--- src/rtl/booth_pkg.sv ---
package booth_pkg;

    // Action chosen by the two-bit recoding window
    typedef enum logic [1:0] {
        OP_NONE = 2'd0,
        OP_ADD  = 2'd1,
        OP_SUB  = 2'd2
    } booth_op_e;

endpackage

--- src/rtl/booth_recode.sv ---
module booth_recode
    import booth_pkg::*;
(
    input  logic      cur_i,
    input  logic      prev_i,
    output booth_op_e op_o
);

    always_comb begin
        unique case ({cur_i, prev_i})
            2'b01:   op_o = OP_ADD;   // a run of ones just ended
            2'b10:   op_o = OP_SUB;   // a run of ones begins
            default: op_o = OP_NONE;  // inside a run or inside zeros
        endcase
    end

endmodule

--- src/rtl/booth_addsub.sv ---
module booth_addsub
    import booth_pkg::*;
#(
    parameter int WIDTH        = 32,
    parameter bit SHARED_ADDER = 1'b1
) (
    input  logic [WIDTH:0]   acc_i,
    input  logic [WIDTH-1:0] mcand_i,
    input  booth_op_e        op_i,
    output logic [WIDTH:0]   sum_o
);

    localparam int AW = WIDTH + 1;

    logic [WIDTH:0] ext;
    assign ext = {mcand_i[WIDTH-1], mcand_i};

    generate
        if (SHARED_ADDER) begin : g_shared
            // one adder: invert the operand and inject a carry to subtract
            logic [WIDTH:0] opnd;
            logic           cin;
            always_comb begin
                opnd = '0;
                cin  = 1'b0;
                if (op_i == OP_ADD) begin
                    opnd = ext;
                end else if (op_i == OP_SUB) begin
                    opnd = ~ext;
                    cin  = 1'b1;
                end
            end
            assign sum_o = acc_i + opnd + AW'(cin);
        end else begin : g_dual
            // separate adder and subtractor, result selected afterwards
            logic [WIDTH:0] plus_w;
            logic [WIDTH:0] minus_w;
            assign plus_w  = acc_i + ext;
            assign minus_w = acc_i - ext;
            always_comb begin
                unique case (op_i)
                    OP_ADD:  sum_o = plus_w;
                    OP_SUB:  sum_o = minus_w;
                    default: sum_o = acc_i;
                endcase
            end
        end
    endgenerate

endmodule

--- src/rtl/booth_seq_mul.sv ---
module booth_seq_mul
    import booth_pkg::*;
#(
    parameter int WIDTH        = 32,
    parameter bit SHARED_ADDER = 1'b1
) (
    input  logic               clk_i,
    input  logic               rst_ni,
    input  logic               start_i,
    input  logic [WIDTH-1:0]   mcand_i,
    input  logic [WIDTH-1:0]   mplier_i,
    output logic               busy_o,
    output logic               done_o,
    output logic [2*WIDTH-1:0] product_o
);

    localparam int            CW   = (WIDTH > 1) ? $clog2(WIDTH) : 1;
    localparam logic [CW-1:0] LAST = CW'(WIDTH - 1);

    typedef struct packed {
        logic [WIDTH:0]   acc;    // high half, one guard bit above it
        logic [WIDTH-1:0] lo;     // low half, starts out as the multiplier
        logic             prev;   // bit most recently shifted out
        logic [WIDTH-1:0] mcand;
        logic [CW-1:0]    cnt;
        logic             busy;
        logic             done;
    } state_t;

    state_t    state_d, state_q;
    booth_op_e op_w;
    logic [WIDTH:0] sum_w;

    booth_recode u_recode (
        .cur_i  (state_q.lo[0]),
        .prev_i (state_q.prev),
        .op_o   (op_w)
    );

    booth_addsub #(
        .WIDTH        (WIDTH),
        .SHARED_ADDER (SHARED_ADDER)
    ) u_addsub (
        .acc_i   (state_q.acc),
        .mcand_i (state_q.mcand),
        .op_i    (op_w),
        .sum_o   (sum_w)
    );

    always_comb begin
        state_d = state_q;
        if (!state_q.busy) begin
            if (start_i) begin
                state_d.acc   = '0;
                state_d.lo    = mplier_i;
                state_d.prev  = 1'b0;
                state_d.mcand = mcand_i;
                state_d.cnt   = '0;
                state_d.busy  = 1'b1;
                state_d.done  = 1'b0;
            end
        end else begin
            // arithmetic right shift of {sum, lo}
            state_d.acc  = {sum_w[WIDTH], sum_w[WIDTH:1]};
            state_d.lo   = {sum_w[0], state_q.lo[WIDTH-1:1]};
            state_d.prev = state_q.lo[0];
            state_d.cnt  = state_q.cnt + CW'(1);
            if (state_q.cnt == LAST) begin
                state_d.busy = 1'b0;
                state_d.done = 1'b1;
            end
        end
    end

    always_ff @(posedge clk_i or negedge rst_ni) begin
        if (!rst_ni) begin
            state_q <= '0;
        end else begin
            state_q <= state_d;
        end
    end

    assign busy_o    = state_q.busy;
    assign done_o    = state_q.done;
    assign product_o = {state_q.acc[WIDTH-1:0], state_q.lo};

endmodule

--- config.mk ---
export PLATFORM = sky130hd
export DESIGN_NAME = booth_seq_mul
export DESIGN_NICKNAME = d
export VERILOG_FILES = /design/src/rtl/booth_pkg.sv /design/src/rtl/booth_recode.sv /design/src/rtl/booth_addsub.sv /design/src/rtl/booth_seq_mul.sv
export SDC_FILE = /design/constraint.sdc
export NUM_CORES = 1
export LEC_CHECK = 0
export ABC_AREA = 1
export CAP_MARGIN = 40
export CELL_PAD_IN_SITES_DETAIL_PLACEMENT = 0
export CELL_PAD_IN_SITES_GLOBAL_PLACEMENT = 1
export CORE_MARGIN = 2
export CORE_UTILIZATION = 42
export CTS_BUF_LIST = sky130_fd_sc_hd__clkbuf_8
export DETAILED_ROUTE_END_ITERATION = 10
export DONT_BUFFER_PORTS = 1
export GPL_TIMING_DRIVEN = 1
export MAX_ROUTING_LAYER = met4
export PLACE_DENSITY_LB_ADDON = 0.1
export SLEW_MARGIN = 20
export SYNTH_ARGS = -nofsm -noshare
export SYNTH_HDL_FRONTEND = slang
export SYNTH_SLANG_ARGS = --single-unit
--- constraint.sdc ---
create_clock -name clk_i -period 2.49 [get_ports clk_i]
set_input_delay 0.1245 -clock clk_i [delete_from_list [all_inputs] [get_ports clk_i]]
set_output_delay 0.1245 -clock clk_i [all_outputs]
set_load 0.03 [all_outputs]
==> run summary <==
Fill cells = 1674
Final layout net count = 1270
Hold Buf Count CTS = 64
Most used DFF post-synth = dfrtp_1
# clock sinks = 104
CP Cell Sequence = inv_2 -> nor2_4 -> inv_4 -> clkbuf_16 -> fa_2 -> inv_2 -> fa_2 -> nand2_2 -> a21oi_2 -> nand3_2 -> nand3_4 -> a21oi_1 -> o21ai_1 -> nand2_1
Port bufs = 0
WL met1 = 10700 um
Metal3 WL = 1170 um
Die Y = 136 um
Area of the core = 17200 um2
Uppermost layer routed = met4
Max Fanout on Critical Path = 7
Multi-input logic area = 4080 um2
Total of max-cap violations = 0
Pin count of the biggest net entering global routing = 105
Simple-gate share of the synthesized area = 0.323
Pre-Repair DR Iteration Count = 5
Crit-path max cell delay = 0.44 ns
Compound-gate portion of the synthesized area = 0.0991
Slowest cell on crit path = dfrtp_1
Final Hold Fails = 104
Mux cell area share after synthesis = 0
Share of synthesized registers carrying an async set or reset = 1.00
Final Max Slew Viols = 0
RSZ-0062 raised after global routing = yes
GP Congestion = 0.864
Clk_lat worst skew = 0.41 ns
# IOs = 133
Initial antenna violation count = 0
Final ANT Viol Nets = 0
CTS root buf = clkbuf_8
Clock buffer depth = 2
Per-cell routed wire length = 16.0 um
Final setup violating endpoints = 0
Crit path launch type = flop
Routed wl met2 = 10100 um
Number of global-route vias before repair = 6514
Main combinational cell family by area after synthesis = simple AND/OR/NAND/NOR gates
WP data arrival = 2.71 ns
Share of post-route cells with drive strength above 1 = 0.198
First-pass GRT wire length = 34300 um
Synth area leader = dfrtp_1
Hpwl dp = 15700 um
Synth Area in XOR/XNOR = 0.00238
WS Path Type = reg2reg
CP endpoint kind = flop
Post-Synth Adder-Cell Area = 0.0614
EDFF count, synth = 0
FP Rows = 48
Total GRT Usage = 0.245
Initial Utilization = 0.428
Die Span X = 136 um
Area delta synth->final = 23.8%
Mapped Area = 7370 um2
Cell count after synthesis = 1103
Number of remaining DRC errors = 0
Total die area = 18600 um2
Worst Skew = 0.0267 ns
# diodes = 0
CTS tree = done
Post-synth top area share = 0.353
Ys Warns = 0
Clock transition at path regs = 0.13 ns
Via density = 4.86
Req. time, crit path = 2.78 ns
Highest clock rate = 412 MHz
Status = finished, violations left
Htree depth = 3
Avg Cell Area, Syn = 6.68 um2
Cts bufs inserted = 9
Total gr overflow = 0
#FFs+latches synth = 104
Least-Margin Pin Slew = 0.761 ns
Netlist cell types = 32
Main area contributors after synthesis = dfrtp_1, nand2_1, inv_1
Total Wirelength = 22300 um
1st-iter DRT viols = 381
Via count = 6790
Worst min-delay path class = in2async
Final period demand of the worst path = 2.43 ns
Hold slack = -0.599 ns
Seq. cell area = 2600 um2
Failing checks = negative hold slack
Seq/Total Area, Yosys = 0.353
Max_slew headroom = 0.492
Syn Nets = 1205
Final Cycle Share = 0.975
## state kept, by name, indices dropped and copies added (netlist names)
| name | count |
|---|---|
| busy_o | 1 |
| product_o | 64 |
| done_o | 1 |
| state_q | 38 |
## cells in the mapped netlist, types with 2 or more instances
master    instances
nand2_1         473
inv_1           148
dfrtp_1         104
buf_4            64
o21ai_0          51
nor2_1           47
nand3_1          35
ha_1             33
a21oi_1          31
clkbuf_1         18
o211ai_1         15
nand2_2          14
o221ai_1         13
buf_2            10
inv_2             7
nand3_2           6
nor2_2            5
nand4_1           4
a22o_1            3
nor3_1            3
o21ai_1           3
o21bai_1          3
fa_1              2
nand3b_1          2
nor2_4            2
## layout make-up
class,instances,area share
clock buffers,9,0.0136
clock inverters,7,0.0104
inverters,155,0.0640
multi-input cells,751,0.447
flip-flops and latches,104,0.285
well taps,225,0.0309
repair buffers,147,0.149
## path summary, 6_finish.rpt
kind / start / end / slack [ns] / cells after the start
hold reg to reg: state_q[5]$_DFFE_PN0P_ / state_q[5]$_DFFE_PN0P_ / 0.50 / 1
min in group clk_i: start_i / state_q[10]$_DFFE_PN0P_ / 0.11 / 4
setup / recovery: product_o[0]$_DFFE_PN0P_ / product_o[43]$_DFFE_PN0P_ / 0.06 / 14
setup reg to reg: product_o[0]$_DFFE_PN0P_ / product_o[43]$_DFFE_PN0P_ / 0.06 / 14
max in group asynchronous: rst_ni / product_o[11]$_DFFE_PN0P_ / 2.79 / 0
hold / removal: rst_ni / product_o[52]$_DFFE_PN0P_ / -0.60 / 0
## cell families (layout without fill, tap and decap cells)
logic type	count (synthesis)	count (layout)
compound gates	123	123
xor+xnor	2	2
fa+ha+maj	35	35
buf+inv	248	318
flops	104	104
simple gates	591	591
## timing repair
| item | in CTS | in global routing |
|---|---|---|
| endpoints found under the hold margin | 168 | 104 |
| gates resized for setup | 13 | 134 |
| buffers inserted | 1 | 12 |
| endpoints found under the setup margin | 10 | 26 |
| cloned | 0 | 4 |
| pin swaps | 0 | 34 |
## per-layer routing
metal	up-vias	track usage
li1	3479	-
met1	3114	0.351
met2	175	0.363
met3	22	0.0388
met4	0	0.0579
met5	-	-
## placed cells by master (no fill, tap or decap), types with 13 or more instances in the layout
cell type	instances
nand2_2	37
buf_4	76
nand3_1	33
o21ai_2	17
ha_1	15
dfrtp_1	103
dlygate4sd3_1	64
o221ai_1	13
nand2_1	447
o211ai_1	15
o21ai_0	23
nor2_1	34
inv_1	144
a21oi_1	19
a21oi_2	13
ha_4	14
## through the flow
stage | instances | TNS, ns | area, um2 | utilization | worst slack (ns)
5_1_grt | 1398 | -0.604 | 9130 | 0.529 | -0.0776
4_1_cts | 1382 | 0 | 8450 | 0.490 | 0.00610
3_3_place_gp | 1301 | -0.120 | 7570 | 0.439 | -0.0603
3_5_place_dp | 1301 | -0.308 | 7570 | 0.439 | -0.0841
6_report | 1398 | 0 | 9130 | 0.529 | 0.0633
2_1_floorplan | 1103 | 0 | 7370 | - | 0.0841
## worst max-delay path: cells and delay by family (launching register included)
kind,cells,cell delay (ns)
adder cells (fa/ha/maj),2,0.56
AND/OR/NAND/NOR,5,0.51
flip-flops,1,0.44
buffers and inverters,4,0.41
AO/OA/AOI/OAI,3,0.41
Power is left out: the tool's default activity adds up to more than one toggle a clock period on the data nets, which glitch-free logic cannot reach.
